File: config.mk
export PLATFORM = sky130hd
export DESIGN_NAME = boot_source_sel
export DESIGN_NICKNAME = d
export VERILOG_FILES = /design/src/rtl/boot_sel_pkg.sv /design/src/rtl/isp_sync.sv /design/src/rtl/boot_stage1.sv /design/src/rtl/boot_dispatch.sv /design/src/rtl/aux_ctrl_reg.sv /design/src/rtl/boot_source_sel.sv
export SDC_FILE = /design/constraint.sdc
export NUM_CORES = 1
export LEC_CHECK = 0
export ABC_CLOCK_PERIOD_IN_PS = 1400
export BUFFER_PORTS_ARGS = -buffer_cell sky130_fd_sc_hd__buf_2
export CORE_UTILIZATION = 39
export CTS_BUF_LIST = sky130_fd_sc_hd__clkbuf_4
export DETAILED_ROUTE_END_ITERATION = 7
export PLACE_DENSITY = 0.87
export SLEW_MARGIN = 20
export SYNTH_ARGS = -nofsm -noshare
export SYNTH_HDL_FRONTEND = slang
export SYNTH_SLANG_ARGS = --single-unit
File: constraint.sdc
create_clock -name clk -period 1.4 [get_ports clk]
set_input_delay 0.14 -clock clk [delete_from_list [all_inputs] [get_ports clk]]
set_output_delay 0.14 -clock clk [all_outputs]
set_load 0.005 [all_outputs]
File: src/rtl/boot_sel_pkg.sv
package boot_sel_pkg;
  typedef enum logic [1:0] {
    TGT_USER_APP  = 2'd0,
    TGT_USER_BOOT = 2'd1,
    TGT_INTERNAL  = 2'd2
  } boot_tgt_e;

  typedef struct packed {
    logic        map_en;
    logic [15:0] pc;
    logic [7:0]  marker;
  } stage1_t;
endpackage

File: src/rtl/isp_sync.sv
module isp_sync #(
  parameter int STAGES = 2
) (
  input  logic clk,
  input  logic rst_n,
  input  logic async_i,
  output logic sync_o
);
  logic [STAGES-1:0] chain_q;

  generate
    for (genvar g = 0; g < STAGES; g++) begin : g_stage
      if (g == 0) begin : g_first
        always_ff @(posedge clk or negedge rst_n) begin
          if (!rst_n) chain_q[0] <= 1'b1;
          else        chain_q[0] <= async_i;
        end
      end else begin : g_next
        always_ff @(posedge clk or negedge rst_n) begin
          if (!rst_n) chain_q[g] <= 1'b1;
          else        chain_q[g] <= chain_q[g-1];
        end
      end
    end
  endgenerate

  assign sync_o = chain_q[STAGES-1];
endmodule

File: src/rtl/boot_stage1.sv
module boot_stage1
  import boot_sel_pkg::*;
#(
  parameter int          ADDR_W    = 16,
  parameter int          PAGE_W    = 8,
  parameter logic [7:0]  BOOT_PAGE = 8'hF0,
  parameter logic [7:0]  MARK_HW   = 8'h00,
  parameter logic [7:0]  MARK_STD  = 8'hF0
) (
  input  logic    force_n_i,
  input  logic    fuse_n_i,
  output stage1_t res_o
);
  localparam int VEC_W = ADDR_W - PAGE_W;
  localparam logic [ADDR_W-1:0] BOOT_PC = {BOOT_PAGE[VEC_W-1:0], {PAGE_W{1'b0}}};

  always_comb begin
    if (!force_n_i) begin
      res_o.map_en = 1'b1;
      res_o.pc     = BOOT_PC;
      res_o.marker = MARK_HW;
    end else if (!fuse_n_i) begin
      res_o.map_en = 1'b1;
      res_o.pc     = BOOT_PC;
      res_o.marker = MARK_STD;
    end else begin
      res_o.map_en = 1'b0;
      res_o.pc     = '0;
      res_o.marker = MARK_STD;
    end
  end
endmodule

File: src/rtl/boot_dispatch.sv
module boot_dispatch
  import boot_sel_pkg::*;
#(
  parameter int          ADDR_W    = 16,
  parameter int          PAGE_W    = 8,
  parameter logic [7:0]  BOOT_PAGE = 8'hF0,
  parameter logic [7:0]  MARK_HW   = 8'h00
) (
  input  logic                       init_en_i,
  input  logic [7:0]                 marker_i,
  input  logic [ADDR_W-PAGE_W-1:0]   vec_i,
  output boot_tgt_e                  tgt_o,
  output logic [ADDR_W-1:0]          addr_o
);
  localparam int VEC_W = ADDR_W - PAGE_W;
  localparam logic [VEC_W-1:0] VEC_LIMIT = BOOT_PAGE[VEC_W-1:0];

  always_comb begin
    if (!init_en_i) begin
      tgt_o  = TGT_USER_APP;
      addr_o = '0;
    end else if (marker_i == MARK_HW) begin
      tgt_o  = TGT_INTERNAL;
      addr_o = {VEC_LIMIT, {PAGE_W{1'b0}}};
    end else if (vec_i < VEC_LIMIT) begin
      tgt_o  = TGT_USER_BOOT;
      addr_o = {vec_i, {PAGE_W{1'b0}}};
    end else begin
      tgt_o  = TGT_INTERNAL;
      addr_o = {VEC_LIMIT, {PAGE_W{1'b0}}};
    end
  end
endmodule

File: src/rtl/aux_ctrl_reg.sv
module aux_ctrl_reg #(
  parameter int DATA_W   = 8,
  parameter int MAP_BIT  = 5,
  parameter int FLAG_BIT = 3,
  parameter int DPS_BIT  = 0
) (
  input  logic              clk,
  input  logic              rst_n,
  input  logic              load_i,
  input  logic              load_map_i,
  input  logic              wr_allow_i,
  input  logic              wr_en_i,
  input  logic [DATA_W-1:0] wr_data_i,
  output logic [DATA_W-1:0] rd_data_o,
  output logic              map_en_o
);
  localparam logic [DATA_W-1:0] WR_MASK =
    (DATA_W'(1) << MAP_BIT) | (DATA_W'(1) << FLAG_BIT) | (DATA_W'(1) << DPS_BIT);

  logic [DATA_W-1:0] reg_q;

  always_ff @(posedge clk or negedge rst_n) begin
    if (!rst_n) begin
      reg_q <= '0;
    end else if (load_i) begin
      reg_q          <= '0;
      reg_q[MAP_BIT] <= load_map_i;
    end else if (wr_allow_i && wr_en_i) begin
      reg_q <= wr_data_i & WR_MASK;
    end
  end

  assign rd_data_o = reg_q;
  assign map_en_o  = reg_q[MAP_BIT];

  AST_RSVD_ZERO: assert property (@(posedge clk) disable iff (!rst_n)
    (rd_data_o & ~WR_MASK) == '0);
  AST_EARLY_WRITE_IGNORED: assert property (@(posedge clk) disable iff (!rst_n)
    (!wr_allow_i && !load_i) |=> $stable(rd_data_o));
endmodule

File: src/rtl/boot_source_sel.sv
module boot_source_sel
  import boot_sel_pkg::*;
#(
  parameter int          SYNC_STAGES = 2,
  parameter int          ADDR_W      = 16,
  parameter int          PAGE_W      = 8,
  parameter logic [7:0]  BOOT_PAGE   = 8'hF0,
  parameter logic [7:0]  MARK_HW     = 8'h00,
  parameter logic [7:0]  MARK_STD    = 8'hF0
) (
  input  logic              clk,
  input  logic              rst_n,
  input  logic              isp_force_n,
  input  logic              fuse_jump_n,
  input  logic [7:0]        sw_boot_vec,
  input  logic              reg_wr_en,
  input  logic [7:0]        reg_wr_data,
  output logic [7:0]        reg_rd_data,
  output logic              boot_map_en,
  output logic              boot_ready,
  output logic [ADDR_W-1:0] reset_pc,
  output logic [7:0]        flash_marker,
  output logic [1:0]        dispatch_tgt,
  output logic [ADDR_W-1:0] dispatch_addr
);
  localparam int VEC_W = ADDR_W - PAGE_W;
  localparam int CNT_W = $clog2(SYNC_STAGES + 1);
  localparam logic [CNT_W-1:0] CNT_LAST = CNT_W'(SYNC_STAGES);
  localparam logic [ADDR_W-1:0] BOOT_PC = {BOOT_PAGE[VEC_W-1:0], {PAGE_W{1'b0}}};

  logic             force_sync;
  stage1_t          s1;
  logic [CNT_W-1:0] wait_cnt_q;
  logic             ready_q;
  logic             take;
  logic             init_en_q;
  logic [15:0]      pc_q;
  logic [7:0]       marker_q;
  logic [VEC_W-1:0] vec_q;
  boot_tgt_e        tgt;

  isp_sync #(.STAGES(SYNC_STAGES)) u_sync (
    .clk     (clk),
    .rst_n   (rst_n),
    .async_i (isp_force_n),
    .sync_o  (force_sync)
  );

  boot_stage1 #(
    .ADDR_W(ADDR_W), .PAGE_W(PAGE_W), .BOOT_PAGE(BOOT_PAGE),
    .MARK_HW(MARK_HW), .MARK_STD(MARK_STD)
  ) u_stage1 (
    .force_n_i (force_sync),
    .fuse_n_i  (fuse_jump_n),
    .res_o     (s1)
  );

  assign take = !ready_q && (wait_cnt_q == CNT_LAST);

  always_ff @(posedge clk or negedge rst_n) begin
    if (!rst_n) begin
      wait_cnt_q <= '0;
      ready_q    <= 1'b0;
      init_en_q  <= 1'b0;
      pc_q       <= '0;
      marker_q   <= MARK_STD;
      vec_q      <= '1;
    end else if (take) begin
      ready_q   <= 1'b1;
      init_en_q <= s1.map_en;
      pc_q      <= s1.pc;
      marker_q  <= s1.marker;
      vec_q     <= sw_boot_vec[VEC_W-1:0];
    end else if (!ready_q) begin
      wait_cnt_q <= wait_cnt_q + 1'b1;
    end
  end

  boot_dispatch #(
    .ADDR_W(ADDR_W), .PAGE_W(PAGE_W), .BOOT_PAGE(BOOT_PAGE), .MARK_HW(MARK_HW)
  ) u_dispatch (
    .init_en_i (init_en_q),
    .marker_i  (marker_q),
    .vec_i     (vec_q),
    .tgt_o     (tgt),
    .addr_o    (dispatch_addr)
  );

  aux_ctrl_reg #(.DATA_W(8)) u_aux (
    .clk        (clk),
    .rst_n      (rst_n),
    .load_i     (take),
    .load_map_i (s1.map_en),
    .wr_allow_i (ready_q),
    .wr_en_i    (reg_wr_en),
    .wr_data_i  (reg_wr_data),
    .rd_data_o  (reg_rd_data),
    .map_en_o   (boot_map_en)
  );

  assign boot_ready   = ready_q;
  assign reset_pc     = pc_q[ADDR_W-1:0];
  assign flash_marker = marker_q;
  assign dispatch_tgt = tgt;

  AST_FORCED_TO_INTERNAL: assert property (@(posedge clk) disable iff (!rst_n)
    (boot_ready && flash_marker == MARK_HW) |->
      (dispatch_tgt == TGT_INTERNAL && reset_pc == BOOT_PC));
  AST_STD_TO_APP: assert property (@(posedge clk) disable iff (!rst_n)
    (boot_ready && reset_pc == '0) |->
      (dispatch_tgt == TGT_USER_APP && flash_marker == MARK_STD));
  AST_IDLE_BEFORE_READY: assert property (@(posedge clk) disable iff (!rst_n)
    !boot_ready |-> (reset_pc == '0 && !boot_map_en && flash_marker == MARK_STD));
  AST_USER_BOOT_PAGE: assert property (@(posedge clk) disable iff (!rst_n)
    (dispatch_tgt == TGT_USER_BOOT) |->
      (dispatch_addr[PAGE_W-1:0] == '0 && dispatch_addr[ADDR_W-1:PAGE_W] < BOOT_PAGE[VEC_W-1:0]));
  AST_DECISION_HELD: assert property (@(posedge clk) disable iff (!rst_n)
    boot_ready |=> ($stable(reset_pc) && $stable(flash_marker) &&
                    $stable(dispatch_tgt) && $stable(dispatch_addr) && boot_ready));
endmodule

---- After elaboration in Yosys (flattened, before gate mapping) ----
Index checks and enable logic that the tools add are counted.
cells by class
  magnitude comparators ................... 1
  add/sub/neg operators ................... 1
  equality and inequality tests ........... 1
  reduce and logical (&&, ||, !) cells .... 6
  muxes and demuxes ....................... 10
  bitwise logic cells ..................... 2
operator list
  operator               count
  $mux W25               2
  $mux W16               3
  $mux W8                2
  $logic_not A8 Y1       1
  $lt A8 B8 Y1 const B   1
  $mux W2                3
  $add A2 B1 Y2 const B  1
  $eq A2 B2 Y1 const B   1
  $logic_and A1 B1 Y1    2
  $not A1 Y1             2
  $reduce_and A2 Y1      1
  $reduce_bool A2 Y1     1
  $logic_not A1 Y1       1
storage, ports and cells
  input bits .............................. 21
  bits in registers ....................... 46
  output and inout port bits .............. 52
  logic and storage cells ................. 30

---- Longest topological paths before layout ----
Gate-level depths: netlist (run 1).
  depth after elaboration ................. 4
  depth in mapped cells ................... 5
  gate-level depth less buffers ........... 4

---- By module ----
From an unflattened synthesis (run 1), not the netlist that was laid out.
unflattened totals
  cells, all modules ...................... 153
  area, all modules ....................... 2127.0 sq um
by module, submodules not included
  module           cells an instance  area an instance (sq um)  instances  sequential area each (sq um)
  boot_source_sel  80                 1522.7                    1          915.9
  aux_ctrl_reg     20                 192.7                     1          75.1
  boot_stage1      26                 187.7                     1          0.0
  boot_dispatch    25                 171.4                     1          0.0
  isp_sync         2                  52.6                      1          52.6

---- Least setup slack after synthesis (run 1) ----
Ideal clock, no wire load.
  path kind ............................... flip-flop to flip-flop
  start ................................... register wait_cnt_q[0]
  end ..................................... register marker_q[6] (netlist: flash_marker[6])
  data arrival time ....................... 1.222 ns
  required time ........................... 1.318 ns
  setup time .............................. 0.082 ns
  clock period less this slack ............ 1.304 ns
  setup slack ............................. 0.096 ns
  path buffers ............................ 1
  stages on the path, launching flop included .. 6
  cell sequence ........................... dfrtp_1 -> inv_1 -> ha_1 -> nor2b_4 -> buf_12 -> mux2_4
on the way
  longest elaborated chain between the ends .. 2
ends and longest elaborated chain
  element                 RTL line               text
  from (decl)             boot_source_sel.sv:33  logic [CNT_W-1:0] wait_cnt_q;
  from (signal assigned)  boot_source_sel.sv:75  wait_cnt_q <= wait_cnt_q + 1'b1;
  $eq A2 B2 Y1            boot_source_sel.sv:58  assign take = !ready_q && (wait_cnt_q == CNT_LAST);
  $logic_and A1 B1 Y1     boot_source_sel.sv:58
  to (signal assigned)    boot_source_sel.sv:72  marker_q <= s1.marker;
  to (decl)               boot_source_sel.sv:38  logic [7:0] marker_q;
No other way between the ends.
A chain may end at the register's enable or synchronous reset.

---- Worst setup path in the final report (run 1) ----
  start ................................... register vec_q[6]
  end ..................................... output port dispatch_addr[8]
on the way
  longest elaborated chain between the ends .. 4
ends and longest elaborated chain
  element                 RTL line               text
  from (decl)             boot_source_sel.sv:39  logic [VEC_W-1:0] vec_q;
  from (signal assigned)  boot_source_sel.sv:73  vec_q <= sw_boot_vec[VEC_W-1:0];
  $lt A8 B8 Y1            boot_dispatch.sv:25    end else if (vec_i < VEC_LIMIT) begin
  $mux W16                boot_dispatch.sv:25
  $mux W16                boot_dispatch.sv:22    end else if (marker_i == MARK_HW) begin
  $mux W16                boot_dispatch.sv:19    if (!init_en_i) begin
  to (decl)               boot_source_sel.sv:24  output logic [ADDR_W-1:0] dispatch_addr
No other way between the ends.

==> results.py, run 1 <==
metrics = {
    "status": {
        "outcome": "finished with violations",
        "violations": "setup timing",
    },
    "setup_path": {
        "cp_data_required_time_ns": 1.26,
        "rr_startpoint": "wait_cnt_q[0]",
        "critical_path.max_stage_delay_ns": 0.57,
        "r2r-end": "vec_q[2]",
        "crit_cells": 3,
        "crit_start": "vec_q[6]",
        "criticalPathCategory": "reg2out",
        "cp_slowest_cell": "dfstp_2",
        "crit_path_cell_trace": "and4_4 -> nor3b_1 -> buf_2",
        "endpoint_kind": "primary output",
        "reg2reg_slack_ns": 0.09,
        "cp-start-kind": "flip-flop",
        "crit_fanout": 5,
        "r2r_cells": 5,
        "critPathBufInv": 1,
        "crit_family": "flip-flops",
        "crit_arrival_ns": 1.31,
        "cp-endpoint": "dispatch_addr[8]",
    },
    "cells_and_area": {
        "syn2layout_area_growth_pct": 14.4,
        "nNetsFinal": 167,
        "layout-drive-gt1-share": 0.569,
        "diodes": 0,
        "finalCoreUtilization": 0.475,
        "fillers": 261,
        "layoutNonFillerInstCount": 175,
    },
    "yosys": {
        "async_reset_ff_frac": 1.00,
        "yosysTopAreaCell": "dfstp_2",
        "synth.most_common_cell": "buf_4",
        "synthTopCellsByCount": "37 x buf_4, 11 x dfstp_2, 9 x mux2_4, 7 x dfrtp_1, 7 x inv_1",
        "yosysSeqAreaShare": 0.402,
        "synth_cell_types": 27,
        "yosysWarnings": 0,
        "synth_area_leaders": "dfstp_2 25%, buf_4 24%, dfrtp_1 15%",
        "synth_top_area_share": 0.250,
        "synth-seq-cells": 18,
        "synth_area_mm2": 0.00115,
        "syn_area_per_cell_um2": 11.2,
        "syn_inst": 103,
        "synth_ff_type": "dfstp_2",
        "synth_edf_count": 0,
    },
    "global_routing": {
        "grt_max_degree": 19,
        "grt_remaining_overflow": 0,
        "grt_pass1_wl_um": 2870,
        "first_global_vias": 629,
        "antenna_found_initial": 0,
        "grt_use_total": 0.118,
    },
    "detailed_routing": {
        "detail_route.first_pass.iterations": 4,
        "drt-total-wl_um": 1820,
        "avgRoutedWirePerCell_um": 10.4,
        "dr_wl_met2_um": 948,
        "topRoutingLayerUsed": "met3",
        "ant_nets": 0,
        "drc": 0,
        "vias": 727,
        "wl_met3_um": 108,
        "via_per_inst": 4.15,
        "wl_met1_um": 767,
        "first_iter_violations": 20,
    },
    "power": {
        "pwr-share-seq": 0.570,
        "p_clk_frac": 0.253,
        "ir_worst_vdd_mv": 0.587,
        "power_frac_comb": 0.177,
        "p_per_area_mw_per_mm2": 768,
        "leakage_nw": 0.677,
        "swShare": 0.251,
        "p_switching_w": 0.000255,
        "p_int_w": 0.000759,
    },
    "sta": {
        "hold_violations": 0,
        "post-route-period-util": 1.03,
        "fin_crit_ns": 1.45,
        "rsz0062_at_grt": "true",
        "layout_setup_ws_ns": -0.0473,
        "report.final.slew_viol_count": 0,
        "fmax_mhz": 691,
        "finClkSkew_ns": 0.00832,
        "finalSetupViolCount": 5,
    },
    "floorplanning": {
        "row_count": 19,
        "core_area_mm2": 0.00278,
        "die_w_um": 56.4,
        "dieArea_mm2": 0.00318,
        "start_util": 0.415,
        "die_height_um": 56.4,
        "io_pins": 73,
    },
    "job": {
        "max_cap_violations": 0,
    },
    "clock_network": {
        "clk_path_buf_depth": 2,
        "cts.sinks": 18,
        "cts_tree": "done",
        "clock_latency_ns": 0.29,
        "clk_pin_slew_worst_paths_ns": 0.10,
        "numCtsBuffers": 3,
        "cts_root_buf": "clkbuf_4",
        "cts_max_level": 1,
    },
    "place": {
        "io_buffers": 38,
        "dpl.cell_count": 165,
        "gp_congestion": 0.788,
        "post-dp-hpwl_um": 1370,
    },
    "hold_path": {
        "hold_class": "in2reg",
    },
}
## power by group through the flow
stage	sequential (W)	clock (W)	combinational (W)
3_5_place_dp	0.000587	0	0.000161
6_report	0.000579	0.000257	0.000179
5_1_grt	0.000583	0.000289	0.000201
4_1_cts	0.000578	0.000265	0.000174
2_1_floorplan	0.000586	0	0.000154
3_3_place_gp	0.000586	0	0.000157
## through the flow
step	cell area [um^2]	power [W]	TNS (ns)	setup slack (ns)	hold slack (ns)
after floorplan	1260	0.000740	0	0.0957	-0.156
after global placement	1220	0.000743	0	0.125	0.0773
after detailed placement	1220	0.000748	0	0.112	0.0869
after CTS	1290	0.00102	-0.208	-0.0469	0.0698
after global routing	1320	0.00107	-0.576	-0.105	0.0625
final	1320	0.00101	-0.212	-0.0473	0.0746
## routing by layer
layer  vias to the layer above  global-route usage
met5                         -                   0
met4                         0              0.0314
met3                         0              0.0253
met2                        43               0.206
met1                       328               0.148
li1                        356                   -
## cell families (layout without fill, tap and decap cells)
logic type,count (synthesis),after routing,share of synthesized area
buffers and inverters,46,59,0.290
AO/OA/AOI/OAI,12,12,0.0672
flip-flops,18,18,0.402
adder cells (fa/ha/maj),1,1,0.0108
XOR/XNOR,1,1,0.00759
multiplexers,11,11,0.137
AND/OR/NAND/NOR,13,13,0.0823
other,1,29,0.00325
## what timing repair did
| action | CTS | global route |
|---|---|---|
| hold buffers | 2 | 0 |
| setup buffers | 3 | 1 |
| resized for setup | 2 | 5 |
| endpoints found under the hold margin | 8 | 0 |
| pin swaps | 2 | 4 |
| endpoints found under the setup margin | 5 | 7 |
## worst min-delay path by stage
| stage | start | end | slack [ns] | cells past startpoint |
|---|---|---|---|---|
| floorplan | rst_n | boot_ready | -0.16 | 0 |
| global placement | rst_n | u_aux.rd_data_o[0] | 0.08 | 1 |
| detailed placement | rst_n | u_aux.rd_data_o[5] | 0.09 | 1 |
| CTS | sw_boot_vec[1] | vec_q[1] | 0.07 | 2 |
| global route | sw_boot_vec[5] | vec_q[5] | 0.06 | 2 |
| finish | sw_boot_vec[4] | vec_q[4] | 0.07 | 2 |
## cell usage in the layout (no fill, tap or decap), drive strengths merged, types with 2 or more instances in the layout
| master | count |
|---|---|
| conb | 29 |
| dlygate4sd3 | 2 |
| buf | 46 |
| inv | 7 |
| a21oi | 6 |
| nor2 | 2 |
| nor3b | 4 |
| a22o | 2 |
| dfrtp | 7 |
| clkbuf | 3 |
| dfstp | 11 |
| mux2 | 11 |
## area by class of cell
| class | count | area (um^2) | share of cell area |
|---|---|---|---|
| clock buffer | 3 | 22.5 | 0.0170 |
| clock inverter | 1 | 3.75 | 0.00284 |
| inverter | 7 | 26.3 | 0.0199 |
| multi-input combinational | 67 | 483 | 0.366 |
| sequential | 18 | 464 | 0.351 |
| tap | 31 | 38.8 | 0.0294 |
| timing repair buffer | 48 | 283 | 0.214 |
## sequential cells by signal (all words and copies together), names as in the netlist
signal	count
flash_marker	1
boot_ready	1
u_aux.rd_data_o	3
wait_cnt_q	2
reset_pc	1
vec_q	8
u_sync.chain_q	1
u_sync.sync_o	1
Power figures use the tool's default switching activity.
==> run 2, diff against run 1 <==
--- a/config.mk
+++ b/config.mk
@@ -7,10 +7,12 @@
 export LEC_CHECK = 0
 export ABC_CLOCK_PERIOD_IN_PS = 1400
 export BUFFER_PORTS_ARGS = -buffer_cell sky130_fd_sc_hd__buf_2
-export CORE_UTILIZATION = 39
+export CELL_PAD_IN_SITES_DETAIL_PLACEMENT = 1
+export CELL_PAD_IN_SITES_GLOBAL_PLACEMENT = 2
+export CORE_UTILIZATION = 22
 export CTS_BUF_LIST = sky130_fd_sc_hd__clkbuf_4
 export DETAILED_ROUTE_END_ITERATION = 7
-export PLACE_DENSITY = 0.87
+export PLACE_DENSITY_LB_ADDON = 0.1
 export SLEW_MARGIN = 20
 export SYNTH_ARGS = -nofsm -noshare
 export SYNTH_HDL_FRONTEND = slang
==> run 2 against run 1 <==
- the flow still finishes with violations (setup timing)
- global-route usage is 4.1 points lower
- clock skew decreased by 0.0071 ns
- clock power is 2% higher
- clock-buffer cell count did not move
- wire length up 20%
- first-iteration DRC count shrank 5.0%
- largest cell class unchanged
- highest routed layer is now met4
==> results.py, run 2 (synthesized netlist as in run 1, its figures left out) <==
metrics = {
    "status": {
        "outcome": "finished with violations",
        "violations": "setup timing",
    },
    "power": {
        "p_per_area_mw_per_mm2": 741,
        "p_int_w": 0.000764,
        "leakage_nw": 0.686,
        "swShare": 0.259,
        "p_total_w": 0.00103,
        "p_clk_frac": 0.255,
        "p_switching_w": 0.000267,
        "pwr-share-seq": 0.562,
        "ir_worst_vdd_mv": 0.234,
        "power_frac_comb": 0.183,
    },
    "floorplanning": {
        "row_count": 26,
        "die_w_um": 74.5,
        "dieArea_mm2": 0.00554,
        "die_height_um": 74.5,
        "io_pins": 73,
        "core_area_mm2": 0.00507,
        "start_util": 0.228,
    },
    "hold_path": {
        "min-delay-start": "sw_boot_vec[0]",
        "whs_path_depth": 2,
        "min_delay_worst_endpoint": "vec_q[0]",
        "hold_class": "in2reg",
    },
    "place": {
        "gp_congestion": 0.627,
        "io_buffers": 38,
        "post-dp-hpwl_um": 1670,
        "dpl.cell_count": 204,
        "dpl_cell_area_mm2": 0.00127,
    },
    "sta": {
        "fmax_mhz": 681,
        "report.final.slew_viol_count": 0,
        "layout_setup_ws_ns": -0.0694,
        "finClkSkew_ns": 0.00120,
        "fin_crit_ns": 1.47,
        "hold_slack_ns": 0.0791,
        "rsz0062_at_grt": "true",
        "hold_violations": 0,
        "finalSetupViolCount": 5,
        "post-route-period-util": 1.05,
    },
    "global_routing": {
        "grt_max_degree": 19,
        "grt_use_total": 0.0776,
        "first_global_vias": 710,
        "grt_remaining_overflow": 0,
        "grt_pass1_wl_um": 3280,
        "antenna_found_initial": 0,
    },
    "cells_and_area": {
        "layoutNonFillerInstCount": 215,
        "layout-drive-gt1-share": 0.593,
        "fillers": 607,
        "final_common_cell": "buf_2",
        "diodes": 0,
        "largest_reg_flops": 8,
        "design_area_mm2": 0.00139,
        "nNetsFinal": 168,
        "regMostFlops": "vec_q",
        "mostFrequentLayoutCells": "38 x buf_2, 29 x conb_1, 11 x dfstp_2",
        "syn2layout_area_growth_pct": 20.5,
    },
    "detailed_routing": {
        "detail_route.first_pass.iterations": 4,
        "vias": 773,
        "wl_met1_um": 858,
        "drt-total-wl_um": 2180,
        "avgRoutedWirePerCell_um": 10.1,
        "drc": 0,
        "first_iter_violations": 19,
        "wl_met3_um": 167,
        "dr_wl_met2_um": 1130,
        "ant_nets": 0,
        "topRoutingLayerUsed": "met4",
        "via_per_inst": 3.60,
    },
    "clock_network": {
        "cts_root_buf": "clkbuf_4",
        "clk_path_buf_depth": 2,
        "numCtsBuffers": 3,
        "cts_max_level": 1,
        "cts_tree": "done",
        "clk_pin_slew_worst_paths_ns": 0.10,
        "clock_latency_ns": 0.28,
        "cts.sinks": 18,
    },
    "setup_path": {
        "rr_startpoint": "wait_cnt_q[0]",
        "r2r_cells": 5,
        "cp_data_required_time_ns": 1.26,
        "endpoint_kind": "primary output",
        "r2r-end": "vec_q[1]",
        "reg2reg_slack_ns": 0.09,
        "criticalPathCategory": "reg2out",
        "cp-start-kind": "flip-flop",
        "crit_arrival_ns": 1.33,
        "crit_fanout": 5,
    },
    "job": {
        "max_cap_violations": 0,
    },
}
run 2: changes by cell type in the layout (fill, tap and decap cells not counted):
| cell | previous run | this run |
|---|---|---|
| a21oi_1 | 4 | 3 |
| a21oi_2 | 2 | 3 |
| buf_6 | 0 | 1 |
| dfrtp_1 | 7 | 6 |
| dfrtp_2 | 0 | 1 |
| nor3b_1 | 2 | 1 |
| nor3b_2 | 2 | 3 |
run 2: critical path, stage by stage (launching register included):
cell     delay [ns]
dfstp_2        0.57
and4_4         0.28
nor3b_2        0.05
buf_2          0.13
run 2: through the flow:
step                setup TNS [ns]  utilization  setup slack, ns
global placement                 0        0.250            0.111
CTS                         -0.323        0.265          -0.0708
floorplan                        0            -           0.0957
detailed placement               0        0.250           0.0990
global route                -0.648        0.274           -0.123
finish                      -0.334        0.274          -0.0694
run 2: per-layer routing:
metal	vias up	global-route usage
met3	2	0.00813
met2	43	0.132
met1	368	0.0977
li1	360	-
met5	-	0
met4	0	0.0377
run 2: power by group through the flow:
stage               Sequential, W  Combinational [W]  Clock, W
finish                   0.000579           0.000189  0.000262
floorplan                0.000586           0.000154         0
global route             0.000584           0.000214  0.000300
detailed placement       0.000588           0.000165         0
global placement         0.000587           0.000164         0
CTS                      0.000579           0.000177  0.000282
run 2: cell type report:
cell class,count,area [um^2],area share
Clock buffer,3,22.5,0.0162
Clock inverter,1,3.75,0.00270
Inverter,7,26.3,0.0189
Multi-Input combinational cell,67,492,0.353
Sequential cell,18,465,0.335
Tap cell,70,87.6,0.0629
Timing Repair Buffer,49,294,0.211
run 2: worst max path at each step:
stage | start | to | slack, ns | cells past startpoint
2_1_floorplan | wait_cnt_q[0] | flash_marker[6] | 0.1 | 5
3_3_place_gp | wait_cnt_q[0] | vec_q[1] | 0.11 | 5
3_5_place_dp | wait_cnt_q[0] | vec_q[1] | 0.1 | 5
4_1_cts | vec_q[6] | dispatch_addr[11] | -0.07 | 3
5_1_grt | vec_q[5] | dispatch_addr[11] | -0.12 | 3
6_report | vec_q[5] | dispatch_addr[8] | -0.07 | 3
run 2: what timing repair did:
| action | 4_1_cts | 5_1_grt |
|---|---|---|
| setup endpoints to repair | 5 | 9 |
| resized for setup | 4 | 7 |
| cloned | 0 | 0 |
| hold endpoints to repair | 8 | 0 |
| pin swaps | 0 | 6 |
| hold buffers | 2 | 0 |
| buffers inserted | 2 | 3 |
==> run 3, diff against run 2 <==
--- a/config.mk
+++ b/config.mk
@@ -5,15 +5,16 @@
 export SDC_FILE = /design/constraint.sdc
 export NUM_CORES = 1
 export LEC_CHECK = 0
-export ABC_CLOCK_PERIOD_IN_PS = 1400
+export ABC_CLOCK_PERIOD_IN_PS = 1840
 export BUFFER_PORTS_ARGS = -buffer_cell sky130_fd_sc_hd__buf_2
 export CELL_PAD_IN_SITES_DETAIL_PLACEMENT = 1
 export CELL_PAD_IN_SITES_GLOBAL_PLACEMENT = 2
-export CORE_UTILIZATION = 22
+export CORE_UTILIZATION = 37
 export CTS_BUF_LIST = sky130_fd_sc_hd__clkbuf_4
 export DETAILED_ROUTE_END_ITERATION = 7
 export PLACE_DENSITY_LB_ADDON = 0.1
 export SLEW_MARGIN = 20
 export SYNTH_ARGS = -nofsm -noshare
 export SYNTH_HDL_FRONTEND = slang
+export SYNTH_HIERARCHICAL = 1
 export SYNTH_SLANG_ARGS = --single-unit
==> constraint.sdc (replaced) <==
create_clock -name clk -period 1.84 [get_ports clk]
set_input_delay 0.184 -clock clk [delete_from_list [all_inputs] [get_ports clk]]
set_output_delay 0.184 -clock clk [all_outputs]
set_load 0.005 [all_outputs]
==> run 3 against run 2 <==
- the flow still finishes with violations (setup timing)
- total power is 73% higher
- synthesized area is 84% higher
- final area up 76%
- final cell count is 30% higher
- critical path type unchanged
- via count grew 56%
- critical endpoint is now dispatch_addr[10]
- global-route usage is 6.5 points higher
- highest routed layer unchanged
- largest power group unchanged
- wire length up 78%
==> results.py, run 3 <==
metrics = {
    "place": {
        "dpl.cell_count": 266,
        "io_buffers": 54,
        "post-dp-hpwl_um": 2740,
        "gp_congestion": 0.713,
    },
    "clock_network": {
        "clock_latency_ns": 0.33,
        "cts_tree": "done",
        "numCtsBuffers": 5,
        "clk_path_buf_depth": 2,
        "clk_pin_slew_worst_paths_ns": 0.12,
        "cts_max_level": 2,
        "cts_root_buf": "clkbuf_4",
        "cts.sinks": 41,
    },
    "yosys": {
        "synth_area_leaders": "dfrtp_1 32%, mux2_4 20%, dfstp_2 17%",
        "syn_area_per_cell_um2": 13.9,
        "yosysTopAreaCell": "dfrtp_1",
        "syn_inst": 153,
        "synth-seq-cells": 41,
        "async_reset_ff_frac": 1.00,
        "synth_top_area_share": 0.318,
        "synth_cell_types": 30,
        "synth.most_common_cell": "buf_4",
        "synth_edf_count": 0,
        "yosysWarnings": 6,
        "synth_ff_type": "dfrtp_1",
        "synth_area_mm2": 0.00213,
        "synthTopCellsByCount": "38 x buf_4, 29 x mux2_4, 27 x dfrtp_1, 14 x dfstp_2",
        "yosysSeqAreaShare": 0.491,
    },
    "setup_path": {
        "criticalPathCategory": "reg2out",
        "cp-endpoint": "dispatch_addr[10]",
        "crit_arrival_ns": 1.81,
        "rr_startpoint": "wait_cnt_q[0]",
        "crit_fanout": 6,
        "crit_start": "flash_marker[0]",
        "r2r_cells": 5,
        "cp_data_required_time_ns": 1.66,
        "r2r-end": "reset_pc[10]",
        "endpoint_kind": "primary output",
        "cp-start-kind": "flip-flop",
        "reg2reg_slack_ns": 0.27,
    },
    "cells_and_area": {
        "syn2layout_area_growth_pct": 15.1,
        "layout-drive-gt1-share": 0.614,
        "nNetsFinal": 228,
        "diodes": 0,
        "largest_reg_flops": 16,
        "layoutNonFillerInstCount": 279,
        "final_common_cell": "buf_2",
        "mostFrequentLayoutCells": "50 x buf_2, 29 x mux2_4, 29 x conb_1",
    },
    "floorplanning": {
        "dieArea_mm2": 0.00606,
        "die_height_um": 77.8,
        "io_pins": 73,
        "die_w_um": 77.8,
        "row_count": 27,
        "core_area_mm2": 0.00554,
        "start_util": 0.384,
    },
    "sta": {
        "hold_slack_ns": 0.0755,
        "worst_pin_slew_ns": 0.814,
        "fmax_mhz": 502,
        "hold_violations": 0,
        "finClkSkew_ns": 0.0103,
        "report.final.slew_viol_count": 0,
        "fin_crit_ns": 1.99,
        "post-route-period-util": 1.08,
        "finalSetupViolCount": 10,
        "layout_setup_ws_ns": -0.151,
        "worst_slew_margin_rel": 0.457,
        "rsz0062_at_grt": "true",
    },
    "global_routing": {
        "gr-usage-met3": 0.0294,
        "grt_use_total": 0.142,
        "first_global_vias": 1312,
        "met1_usage": 0.177,
        "antenna_found_initial": 0,
        "grt.busiest_layer": "met2",
        "grt_pass1_wl_um": 6730,
        "use_met2": 0.246,
        "grt_max_degree": 37,
        "grt_remaining_overflow": 0,
    },
    "power": {
        "p_clk_frac": 0.324,
        "p_int_w": 0.00138,
        "p_per_area_mw_per_mm2": 727,
        "leakage_nw": 1.16,
        "swShare": 0.222,
        "power_frac_comb": 0.120,
        "p_switching_w": 0.000394,
        "ir_worst_vdd_mv": 0.341,
        "pwr-share-seq": 0.556,
    },
    "detailed_routing": {
        "drc": 0,
        "via_per_inst": 4.33,
        "drt-total-wl_um": 3880,
        "detail_route.first_pass.iterations": 4,
        "vias": 1208,
        "ant_nets": 0,
        "avgRoutedWirePerCell_um": 13.9,
        "first_iter_violations": 22,
    },
    "hold_path": {
        "hold_class": "in2reg",
        "min-delay-start": "sw_boot_vec[3]",
    },
    "status": {
        "outcome": "finished with violations",
        "violations": "setup timing",
    },
    "job": {
        "max_cap_violations": 0,
    },
}
run 3: worst min path at each step:
stage	endpoint	slack, ns	cells past startpoint
floorplan	boot_ready	-0.11	0
global placement	u_sync/chain_q[0]	0.29	1
detailed placement	u_sync/chain_q[0]	0.29	1
CTS	vec_q[3]	0.05	2
global route	vec_q[0]	0.05	2
finish	vec_q[3]	0.08	2
run 3: final cells by class:
class                           instances  area, um^2
Clock buffer                            6        45.0
Sequential cell                        41        1040
Multi-Input combinational cell         94         851
Inverter                                1        3.75
Timing Repair Buffer                   63         380
Fill cell                             617        3090
Clock inverter                          2        33.8
Tap cell                               72        90.1
run 3: power by group through the flow:
stage / Clock, W / Combinational, W / Sequential [W]
finish: 0.000577 / 0.000213 / 0.000989
global route: 0.000645 / 0.000237 / 0.000998
CTS: 0.000606 / 0.000216 / 0.000990
detailed placement: 0 / 0.000190 / 0.00101
global placement: 0 / 0.000184 / 0.00100
floorplan: 0 / 0.000149 / 0.00100
run 3: what timing repair did:
action                     4_1_cts  5_1_grt
setup buffers                    3        0
pin swaps                        6        0
setup endpoints to repair       10       10
hold buffers                     2        0
hold endpoints to repair        21        0
resized for setup               11        1
run 3: cells by family (layout without fill, tap and decap cells):
kind of cell,after synthesis,after routing,share of synthesized area
DFF,41,41,0.491
xor gates and xnor gates,1,1,0.00412
adders and majority gates,1,1,0.00588
other,3,29,0.00529
and+or+nand+nor,17,17,0.0529
muxes,33,33,0.226
buffers and inverters,44,72,0.171
AOI/OAI and AO/OA,13,13,0.0441
run 3: critical path, cell delays in order, from the launching register on:
cell	delay, ns
dfrtp_1	0.39
or4_4	0.55
o21a_4	0.26
and3_4	0.17
buf_6	0.11
run 3: layer usage:
metal	vias to the layer above	wire, um
met5	-	0
met4	0	21
met3	2	163
met2	41	2030
met1	614	1670
li1	551	-
run 3: metrics by stage:
stage / total power [W] / setup WS, ns / setup TNS [ns] / utilization / area (um^2)
after detailed placement: 0.00120 / 0.147 / 0 / 0.409 / 2270
final: 0.00178 / -0.151 / -1.01 / 0.442 / 2450
after global placement: 0.00119 / 0.152 / 0 / 0.409 / 2270
after floorplan: 0.00115 / 0.340 / 0 / - / 2220
after global routing: 0.00188 / -0.218 / -1.92 / 0.442 / 2450
after CTS: 0.00181 / -0.161 / -1.49 / 0.441 / 2440
